File: config.mk
export PLATFORM = sky130hd
export DESIGN_NAME = adc_flag_reader
export DESIGN_NICKNAME = d
export VERILOG_FILES = /design/src/rtl/adc_flag_reader_pkg.sv /design/src/rtl/afr_sclk_gen.sv /design/src/rtl/afr_shifter.sv /design/src/rtl/afr_deadline.sv /design/src/rtl/afr_ctrl.sv /design/src/rtl/adc_flag_reader.sv
export SDC_FILE = /design/constraint.sdc
export NUM_CORES = 1
export LEC_CHECK = 0
export BUFFER_PORTS_ARGS = -buffer_cell sky130_fd_sc_hd__buf_2
export CORE_ASPECT_RATIO = 0.7
export CORE_MARGIN = 4
export CORE_UTILIZATION = 56
export DETAILED_ROUTE_END_ITERATION = 10
export HOLD_SLACK_MARGIN = 0.03
export PLACE_DENSITY = 0.85
export REMOVE_ABC_BUFFERS = 1
export SLEW_MARGIN = 0
export SYNTH_ARGS = -nofsm -noshare
export SYNTH_HDL_FRONTEND = slang
export SYNTH_SLANG_ARGS = --single-unit
File: constraint.sdc
create_clock -name clk_i -period 5.1 [get_ports clk_i]
set_clock_uncertainty 0.15 [all_clocks]
set_input_delay 1.02 -clock clk_i [delete_from_list [all_inputs] [get_ports clk_i]]
set_output_delay 1.02 -clock clk_i [all_outputs]
set_load 0.02 [all_outputs]
File: src/rtl/adc_flag_reader_pkg.sv
package adc_flag_reader_pkg;
  typedef enum logic [2:0] {
    ST_IDLE,
    ST_CMD,
    ST_WAIT,
    ST_FRAME,
    ST_EXIT
  } rd_state_e;
endpackage

File: src/rtl/afr_sclk_gen.sv
module afr_sclk_gen #(
  parameter int DIV = 2
) (
  input  logic clk_i,
  input  logic rst_ni,
  input  logic run_i,
  input  logic clr_i,
  output logic rise_o,
  output logic fall_o,
  output logic sclk_o
);
  localparam int CNT_W = (DIV > 1) ? $clog2(DIV) : 1;
  localparam logic [CNT_W-1:0] CNT_MAX = CNT_W'(DIV - 1);

  logic [CNT_W-1:0] cnt_q;
  logic             ph_q;
  logic             wrap;

  assign wrap   = run_i && (cnt_q == CNT_MAX);
  assign rise_o = wrap && !ph_q;
  assign fall_o = wrap && ph_q;
  assign sclk_o = ph_q;

  always_ff @(posedge clk_i or negedge rst_ni) begin
    if (!rst_ni) begin
      cnt_q <= '0;
      ph_q  <= 1'b0;
    end else if (clr_i) begin
      cnt_q <= '0;
      ph_q  <= 1'b0;
    end else if (run_i) begin
      if (wrap) begin
        cnt_q <= '0;
        ph_q  <= ~ph_q;
      end else begin
        cnt_q <= cnt_q + 1'b1;
      end
    end
  end
endmodule

File: src/rtl/afr_shifter.sv
module afr_shifter #(
  parameter int CMD_W  = 8,
  parameter int CLR_W  = 8,
  parameter int WORD_W = 24
) (
  input  logic              clk_i,
  input  logic              rst_ni,
  input  logic              go_i,
  input  logic              abort_i,
  input  logic              is_frame_i,
  input  logic [CMD_W-1:0]  tx_i,
  input  logic              rise_i,
  input  logic              fall_i,
  input  logic              sdo_i,
  output logic              active_o,
  output logic              done_o,
  output logic              sdi_o,
  output logic [WORD_W-1:0] rx_o
);
  localparam int FRAME_BITS = CLR_W + WORD_W;
  localparam int BIT_W      = $clog2(FRAME_BITS + 1);
  localparam logic [BIT_W-1:0] LAST_FRAME = BIT_W'(FRAME_BITS - 1);
  localparam logic [BIT_W-1:0] LAST_CMD   = BIT_W'(CMD_W - 1);

  logic [BIT_W-1:0]  bitn_q;
  logic [CMD_W-1:0]  tx_q;
  logic              frame_q;
  logic              last;

  assign last     = bitn_q == (frame_q ? LAST_FRAME : LAST_CMD);
  assign done_o   = active_o && fall_i && last;
  assign sdi_o    = tx_q[CMD_W-1];

  always_ff @(posedge clk_i or negedge rst_ni) begin
    if (!rst_ni) begin
      active_o <= 1'b0;
      bitn_q   <= '0;
      tx_q     <= '0;
      frame_q  <= 1'b0;
      rx_o     <= '0;
    end else begin
      if (go_i) begin
        active_o <= 1'b1;
        bitn_q   <= '0;
        tx_q     <= tx_i;
        frame_q  <= is_frame_i;
      end else if (abort_i) begin
        active_o <= 1'b0;
        tx_q     <= '0;
      end else if (active_o && fall_i) begin
        tx_q   <= {tx_q[CMD_W-2:0], 1'b0};
        bitn_q <= bitn_q + 1'b1;
        if (last) active_o <= 1'b0;
      end
      if (active_o && rise_i) rx_o <= {rx_o[WORD_W-2:0], sdo_i};
    end
  end
endmodule

File: src/rtl/afr_deadline.sv
module afr_deadline #(
  parameter int DEADLINE = 160
) (
  input  logic clk_i,
  input  logic rst_ni,
  input  logic clr_i,
  input  logic en_i,
  output logic expired_o
);
  localparam int DL_W = $clog2(DEADLINE + 1);
  localparam logic [DL_W-1:0] DL_LAST = DL_W'(DEADLINE - 1);

  logic [DL_W-1:0] cnt_q;

  assign expired_o = en_i && (cnt_q == DL_LAST);

  always_ff @(posedge clk_i or negedge rst_ni) begin
    if (!rst_ni)    cnt_q <= '0;
    else if (clr_i) cnt_q <= '0;
    else if (en_i)  cnt_q <= cnt_q + 1'b1;
  end
endmodule

File: src/rtl/afr_ctrl.sv
module afr_ctrl
  import adc_flag_reader_pkg::*;
#(
  parameter int          CMD_W    = 8,
  parameter int          WORD_W   = 24,
  parameter logic [7:0]  CMD_CONT = 8'hC0,
  parameter logic [7:0]  CMD_EXIT = 8'h80
) (
  input  logic              clk_i,
  input  logic              rst_ni,
  input  logic              start_i,
  input  logic              stop_i,
  input  logic              sdo_i,
  input  logic              done_i,
  input  logic              expired_i,
  input  logic [WORD_W-1:0] rx_i,
  output logic              go_o,
  output logic              abort_o,
  output logic              is_frame_o,
  output logic [CMD_W-1:0]  tx_o,
  output logic              frame_o,
  output logic              busy_o,
  output logic              cs_no,
  output logic              valid_o,
  output logic [WORD_W-1:0] word_o,
  output logic              overrun_o
);
  rd_state_e state_q, state_d;
  logic      sdo_q, stop_pend_q, fall_det, stop_any;

  assign fall_det = sdo_q && !sdo_i;
  assign stop_any = stop_pend_q || stop_i;
  assign frame_o  = state_q == ST_FRAME;
  assign busy_o   = state_q != ST_IDLE;
  assign cs_no    = state_q == ST_IDLE;
  assign abort_o  = frame_o && expired_i && !done_i;

  always_comb begin
    state_d    = state_q;
    go_o       = 1'b0;
    is_frame_o = 1'b0;
    tx_o       = '0;
    unique case (state_q)
      ST_IDLE: if (start_i) begin
        state_d = ST_CMD;
        go_o    = 1'b1;
        tx_o    = CMD_W'(CMD_CONT);
      end
      ST_CMD:  if (done_i) state_d = ST_WAIT;
      ST_WAIT: if (fall_det) begin
        go_o = 1'b1;
        if (stop_any) begin
          state_d = ST_EXIT;
          tx_o    = CMD_W'(CMD_EXIT);
        end else begin
          state_d    = ST_FRAME;
          is_frame_o = 1'b1;
        end
      end
      ST_FRAME: if (done_i || expired_i) state_d = ST_WAIT;
      ST_EXIT:  if (done_i) state_d = ST_IDLE;
      default:  state_d = ST_IDLE;
    endcase
  end

  always_ff @(posedge clk_i or negedge rst_ni) begin
    if (!rst_ni) begin
      state_q     <= ST_IDLE;
      sdo_q       <= 1'b1;
      stop_pend_q <= 1'b0;
      valid_o     <= 1'b0;
      word_o      <= '0;
      overrun_o   <= 1'b0;
    end else begin
      state_q <= state_d;
      sdo_q   <= sdo_i;
      valid_o <= 1'b0;
      if (state_d == ST_IDLE)                 stop_pend_q <= 1'b0;
      else if (stop_i && state_q != ST_IDLE)  stop_pend_q <= 1'b1;
      if (state_q == ST_IDLE && start_i) overrun_o <= 1'b0;
      if (frame_o && done_i) begin
        valid_o <= 1'b1;
        word_o  <= rx_i;
      end else if (abort_o) begin
        overrun_o <= 1'b1;
      end
    end
  end
endmodule

File: src/rtl/adc_flag_reader.sv
module adc_flag_reader #(
  parameter int          DIV      = 2,
  parameter int          CMD_W    = 8,
  parameter int          CLR_W    = 8,
  parameter int          WORD_W   = 24,
  parameter int          DEADLINE = 160,
  parameter logic [7:0]  CMD_CONT = 8'hC0,
  parameter logic [7:0]  CMD_EXIT = 8'h80
) (
  input  logic              clk_i,
  input  logic              rst_ni,
  input  logic              start_i,
  input  logic              stop_i,
  input  logic              sdo_i,
  output logic              sclk_o,
  output logic              sdi_o,
  output logic              cs_no,
  output logic              busy_o,
  output logic [WORD_W-1:0] word_o,
  output logic              valid_o,
  output logic              overrun_o
);
  logic go, abort, is_frame, active, done, rise, fall, expired, in_frame;
  logic [CMD_W-1:0]  tx;
  logic [WORD_W-1:0] rx;

  afr_sclk_gen #(.DIV(DIV)) u_sclk (
    .clk_i, .rst_ni,
    .run_i (active),
    .clr_i (go || abort),
    .rise_o(rise),
    .fall_o(fall),
    .sclk_o(sclk_o)
  );

  afr_shifter #(.CMD_W(CMD_W), .CLR_W(CLR_W), .WORD_W(WORD_W)) u_shift (
    .clk_i, .rst_ni,
    .go_i      (go),
    .abort_i   (abort),
    .is_frame_i(is_frame),
    .tx_i      (tx),
    .rise_i    (rise),
    .fall_i    (fall),
    .sdo_i     (sdo_i),
    .active_o  (active),
    .done_o    (done),
    .sdi_o     (sdi_o),
    .rx_o      (rx)
  );

  afr_deadline #(.DEADLINE(DEADLINE)) u_dl (
    .clk_i, .rst_ni,
    .clr_i    (go),
    .en_i     (in_frame),
    .expired_o(expired)
  );

  afr_ctrl #(
    .CMD_W(CMD_W), .WORD_W(WORD_W), .CMD_CONT(CMD_CONT), .CMD_EXIT(CMD_EXIT)
  ) u_ctrl (
    .clk_i, .rst_ni,
    .start_i, .stop_i, .sdo_i,
    .done_i    (done),
    .expired_i (expired),
    .rx_i      (rx),
    .go_o      (go),
    .abort_o   (abort),
    .is_frame_o(is_frame),
    .tx_o      (tx),
    .frame_o   (in_frame),
    .busy_o    (busy_o),
    .cs_no     (cs_no),
    .valid_o   (valid_o),
    .word_o    (word_o),
    .overrun_o (overrun_o)
  );
endmodule

## Word level (Yosys, flattened, before mapping)

Index checks and enable logic that the tools add are counted.

- Register bits after elaboration: 81
- Input bits: 5
- Output and inout port bits: 30

- Add/sub/neg operators: 3
- Equal/unequal tests: 7
- Mux-type cells: 42
- Bitwise operators: 1
- Reductions and logical operators: 32

Operators by type and width:

| kind | count |
|---|---|
| $mux W8 | 8 |
| $mux W1 | 21 |
| $mux W3 | 6 |
| $mux W6 | 3 |
| $pmux W8 S2 | 1 |
| $pmux W3 S5 | 1 |
| $logic_and A1 B1 Y1 | 13 |
| $reduce_bool A2 Y1 | 5 |
| $reduce_bool A3 Y1 | 3 |
| $add A8 B1 Y8 const B | 1 |
| $eq A8 B8 Y1 const B | 1 |
| $add A6 B1 Y6 const B | 1 |
| $eq A3 B2 Y1 const B | 2 |
| $eq A6 B6 Y1 | 1 |
| $logic_not A3 Y1 | 2 |
| $reduce_and A2 Y1 | 3 |
| $mux W5 | 1 |
| $eq A3 B1 Y1 const B | 1 |
| $eq A3 B3 Y1 const B | 1 |
| $logic_not A1 Y1 | 3 |
| $logic_or A1 B1 Y1 | 3 |
| $ne A2 B2 Y1 const B | 1 |
| $pmux W1 S2 | 1 |
| $add A1 B1 Y1 const B | 1 |
| $not A1 Y1 | 1 |

## Logic depth before layout (Yosys ltp)

- Depth in word-level cells: 9
- Depth in mapped cells: 7
- Mapped depth without buffers: 5

## Cells and area by module

Synthesis repeated with hierarchy kept, for this count alone.

- Cells, all modules: 270
- Area total of the unflattened synthesis: 3,483.3 um^2

By module, submodules not included:

| module | times used | cells an instance | area an instance (um^2) | sequential area each (um^2) |
|---|---|---|---|---|
| afr_shifter | 1 | 124 | 1,655.3 | 1,001.0 |
| afr_ctrl | 1 | 97 | 1,311.3 | 777.0 |
| afr_deadline | 1 | 38 | 405.4 | 200.2 |
| afr_sclk_gen | 1 | 10 | 105.1 | 50.0 |
| adc_flag_reader | 1 | 1 | 6.3 | 0.0 |

## Least setup slack after synthesis

No wires, ideal clock.

- Path kind: reg-to-output
- Start point: register u_ctrl.state_q[1]
- End point: output busy_o
- Arrival: 1,407 ps
- Data required time: 3,930 ps
- Slack: 2,523 ps
- Stages on the path, launching flop included: 4
- Cells stage by stage: dfrtp_1 buf_2 nor3_1 inv_1

- Cells in the longest elaborated chain, start to end: 1

RTL lines:

| item | RTL line | text |
|---|---|---|
| start: declaration | afr_ctrl.sv:28 | `rd_state_e state_q, state_d;` |
| start signal: assignment | afr_ctrl.sv:75 | `state_q <= state_d;` |
| $reduce_bool A3 Y1 | afr_ctrl.sv:34 | `assign busy_o = state_q != ST_IDLE;` |
| end: declaration | adc_flag_reader.sv:18 | `output logic busy_o,` |

No other way between the ends.

## Final worst setup path

- Start point: register u_shift.bitn_q[0]
- End point: register u_ctrl.word_o[0]

- Cells in the longest elaborated chain, start to end: 3

RTL lines:

| item | RTL line | text |
|---|---|---|
| start: declaration | afr_shifter.sv:25 | `logic [BIT_W-1:0] bitn_q;` |
| start signal: assignment | afr_shifter.sv:52 | `bitn_q <= bitn_q + 1'b1;` |
| $eq A6 B6 Y1 | afr_shifter.sv:30 | `assign last = bitn_q == (frame_q ? LAST_FRAME : LAST_CMD);` |
| $logic_and A1 B1 Y1 | afr_shifter.sv:31 | `assign done_o = active_o && fall_i && last;` |
| $logic_and A1 B1 Y1 | afr_ctrl.sv:81 | `if (frame_o && done_i) begin` |
| end signal: assignment | afr_ctrl.sv:83 | `word_o <= rx_i;` |
| end: declaration | afr_ctrl.sv:25 | `output logic [WORD_W-1:0] word_o,` |

No other way between the ends.
A chain may end at the register's enable or synchronous reset.

==> run metrics <==
status=finished, final reports clean; Final ANT Viol Nets=0; Max-Cap Viols=0; Primary FF master, synth=dfrtp_1; number of enable flip-flop cells after synthesis=0; worst hold path class=reg2reg; Total Wirelength=5830 um; share of cells above drive strength 1=35.9%; most common cell after layout, fill and taps aside=dfrtp_1; CTS root buf=clkbuf_8; YS warnings=0; Starting DRT DRC Count=140; Setup crit start kind=register; hpwl dp=3970 um; Yosys top cell by area=dfrtp_1; Area Overhead vs Synth=10.8%; GRT overflow=0; DR vias/cell=5.63; Final GP Congestion=0.824; Synth top area share=56.0%; initial antenna violation count=0; DR vias=2006; Max Buffers Root-to-Sink=2; Req. time, crit path=5.17 ns; final worst path period share=51.7%; Period minus WS final=2.64 ns; clk sink count=75; Seq cells post-synth=75; crit path kind=reg2reg; Synth Area per Inst=13.5 um^2; CP Max Fanout=25; DRC Markers=0; Mapped Cells=245; PD cells=501 nW/um^2; Clock Latency Late Sink=0.34 ns; global-route wire length before repair=9650 um; Core Area=5730 um^2; worst slew pin tran=1.13 ns; H-tree levels=3; synth unique cells=47; Critical Path AT=2.71 ns; Seq/Total Area, Yosys=56.8%; most frequent cells in the layout=dfrtp_1 (74), buf_2 (34), mux2_2 (29); row count=23; clock slew at reported path FFs=0.07 ns; largest net degree at the start of global routing=55; final setup TNS=0 ns; Cell Area, Synth=3300 um^2; die height=72.3 um; WL/cell=16.4 um; Final nets=285; filler instances=427; Resized cells post-CTS=0; Area contributors post-synth=dfrtp_1 (56%), mux2_2 (9.9%), mux2_4 (8.6%); max-slew violations=0; # IOs=35; drt first pass iters=4; VDD IR-drop max=0.258 mV; ant diodes=0; RSZ-0062 raised after global routing=no; CP Capture Type=register; register area=1880 um^2; GRT Total Usage=17.8%; FFs w/ async S/R, synth=100%; Worst slew margin=24.7%; CTS tree=done; Leakage=1.80 nW; Fmax=379 MHz; Multi-input gate area=1310 um^2; utilization after layout=63.9%; CTS Buf Count=9; Setup Viol. Count Final=0; setup bufs post-CTS=0; die footprint=7210 um^2; Port Buffers=34; Initial Util=57.7%; hold-fix buffers at CTS=0; Hold Fails Final Rpt=0; Die Wd=99.8 um; vias in the first global route=1919; R2R Setup Slk=2.46 ns
[cell families (layout without fill, tap and decap cells)]
kind of cell	after synthesis	count (layout)	synth area share [%]
flip-flops	75	75	56.8
AO/OA/AOI/OAI	29	29	7.00
AND/OR/NAND/NOR	66	66	10.5
buffers and inverters	15	51	3.63
adder cells (fa/ha/maj)	2	2	0.757
XOR/XNOR	8	8	2.12
multiplexers	50	50	19.1
[critical path: stages (launching register included)]
cell and delay [ns]:
dfrtp_1 0.43, ha_1 0.23, nor2b_1 0.24, o211ai_4 0.25, nor2b_4 0.79, mux2_2 0.41
[synthesized netlist by cell type, types with 2 or more instances]
cell,instances
a2111o_1,3
a21oi_1,7
a22o_1,4
and3_1,5
and3b_1,2
buf_12,2
buf_2,6
buf_4,2
buf_6,2
dfrtp_1,74
ha_1,2
inv_1,2
mux2_2,29
mux2_4,19
mux2i_1,2
nand2_1,16
nand3_1,5
nand4_1,5
nor2_1,15
nor2b_1,3
nor3_1,5
o21ai_0,4
xnor2_1,2
xor2_1,6
[flip-flops by register name, summed over array words and instances, names as in the netlist]
signal              count
u_ctrl.overrun_o        1
u_ctrl.sdo_q            1
u_ctrl.state_q          3
u_ctrl.stop_pend_q      1
u_ctrl.valid_o          1
u_ctrl.word_o          24
u_dl.cnt_q              8
u_sclk.cnt_q            1
u_sclk.sclk_o           1
u_shift.active_o        1
u_shift.bitn_q          6
u_shift.frame_q         1
u_shift.rx_o           24
u_shift.tx_q            2
[report_power, final]
group / internal (W) / switching, W / leakage (nW)
combinational: 0.000237 / 0.000223 / 0.727
clock: 0.000270 / 0.000196 / 0.0992
sequential: 0.000757 / 0.000151 / 0.976
[per-stage QoR]
| step | instance area [um^2] | std cells | hold slack, ns | total power (W) | setup slack, ns |
|---|---|---|---|---|---|
| 3_5_place_dp | 3460 | 342 | 0.342 | 0.00138 | 2.51 |
| 5_1_grt | 3660 | 356 | 0.373 | 0.00195 | 2.32 |
| 6_report | 3660 | 356 | 0.350 | 0.00183 | 2.46 |
| 4_1_cts | 3660 | 356 | 0.359 | 0.00185 | 2.48 |
| 2_1_floorplan | 3190 | 232 | 0.326 | 0.00124 | 2.57 |
| 3_3_place_gp | 3460 | 342 | 0.333 | 0.00134 | 2.58 |
[routing by layer]
layer  share of wire, %  vias up  global-route usage (%)
met5                  0        -                       0
met4                1.2        0                    5.76
met3                4.2        6                    6.92
met2                 47       47                    25.6
met1                 47     1018                    24.9
li1                   -      935                       -
[final cells by class]
| cell class | instances | area share (%) |
|---|---|---|
| Clock inverter | 3 | 1.78 |
| Timing Repair Buffer | 35 | 4.85 |
| Inverter | 2 | 0.205 |
| Clock buffer | 11 | 3.59 |
| Tap cell | 75 | 2.56 |
| Multi-Input combinational cell | 155 | 35.7 |
| Sequential cell | 75 | 51.3 |
[path summary, 6_finish.rpt]
check / from / depth (start not counted) / endpoint
worst max-delay path: u_shift.bitn_q[0]$_DFFE_PN0P_ / 5 / u_ctrl.word_o[0]$_DFFE_PN0P_
worst min-delay path: u_ctrl.overrun_o$_DFF_PN0_ / 1 / u_ctrl.overrun_o$_DFF_PN0_
worst max register to register: u_shift.bitn_q[0]$_DFFE_PN0P_ / 5 / u_ctrl.word_o[0]$_DFFE_PN0P_
worst min register to register: u_ctrl.overrun_o$_DFF_PN0_ / 1 / u_ctrl.overrun_o$_DFF_PN0_
max in group asynchronous: rst_ni / 2 / u_ctrl.sdo_q$_DFF_PN1_
min in group asynchronous: rst_ni / 1 / u_shift.rx_o[11]$_DFFE_PN0P_
(Power assumes the default switching activity.)
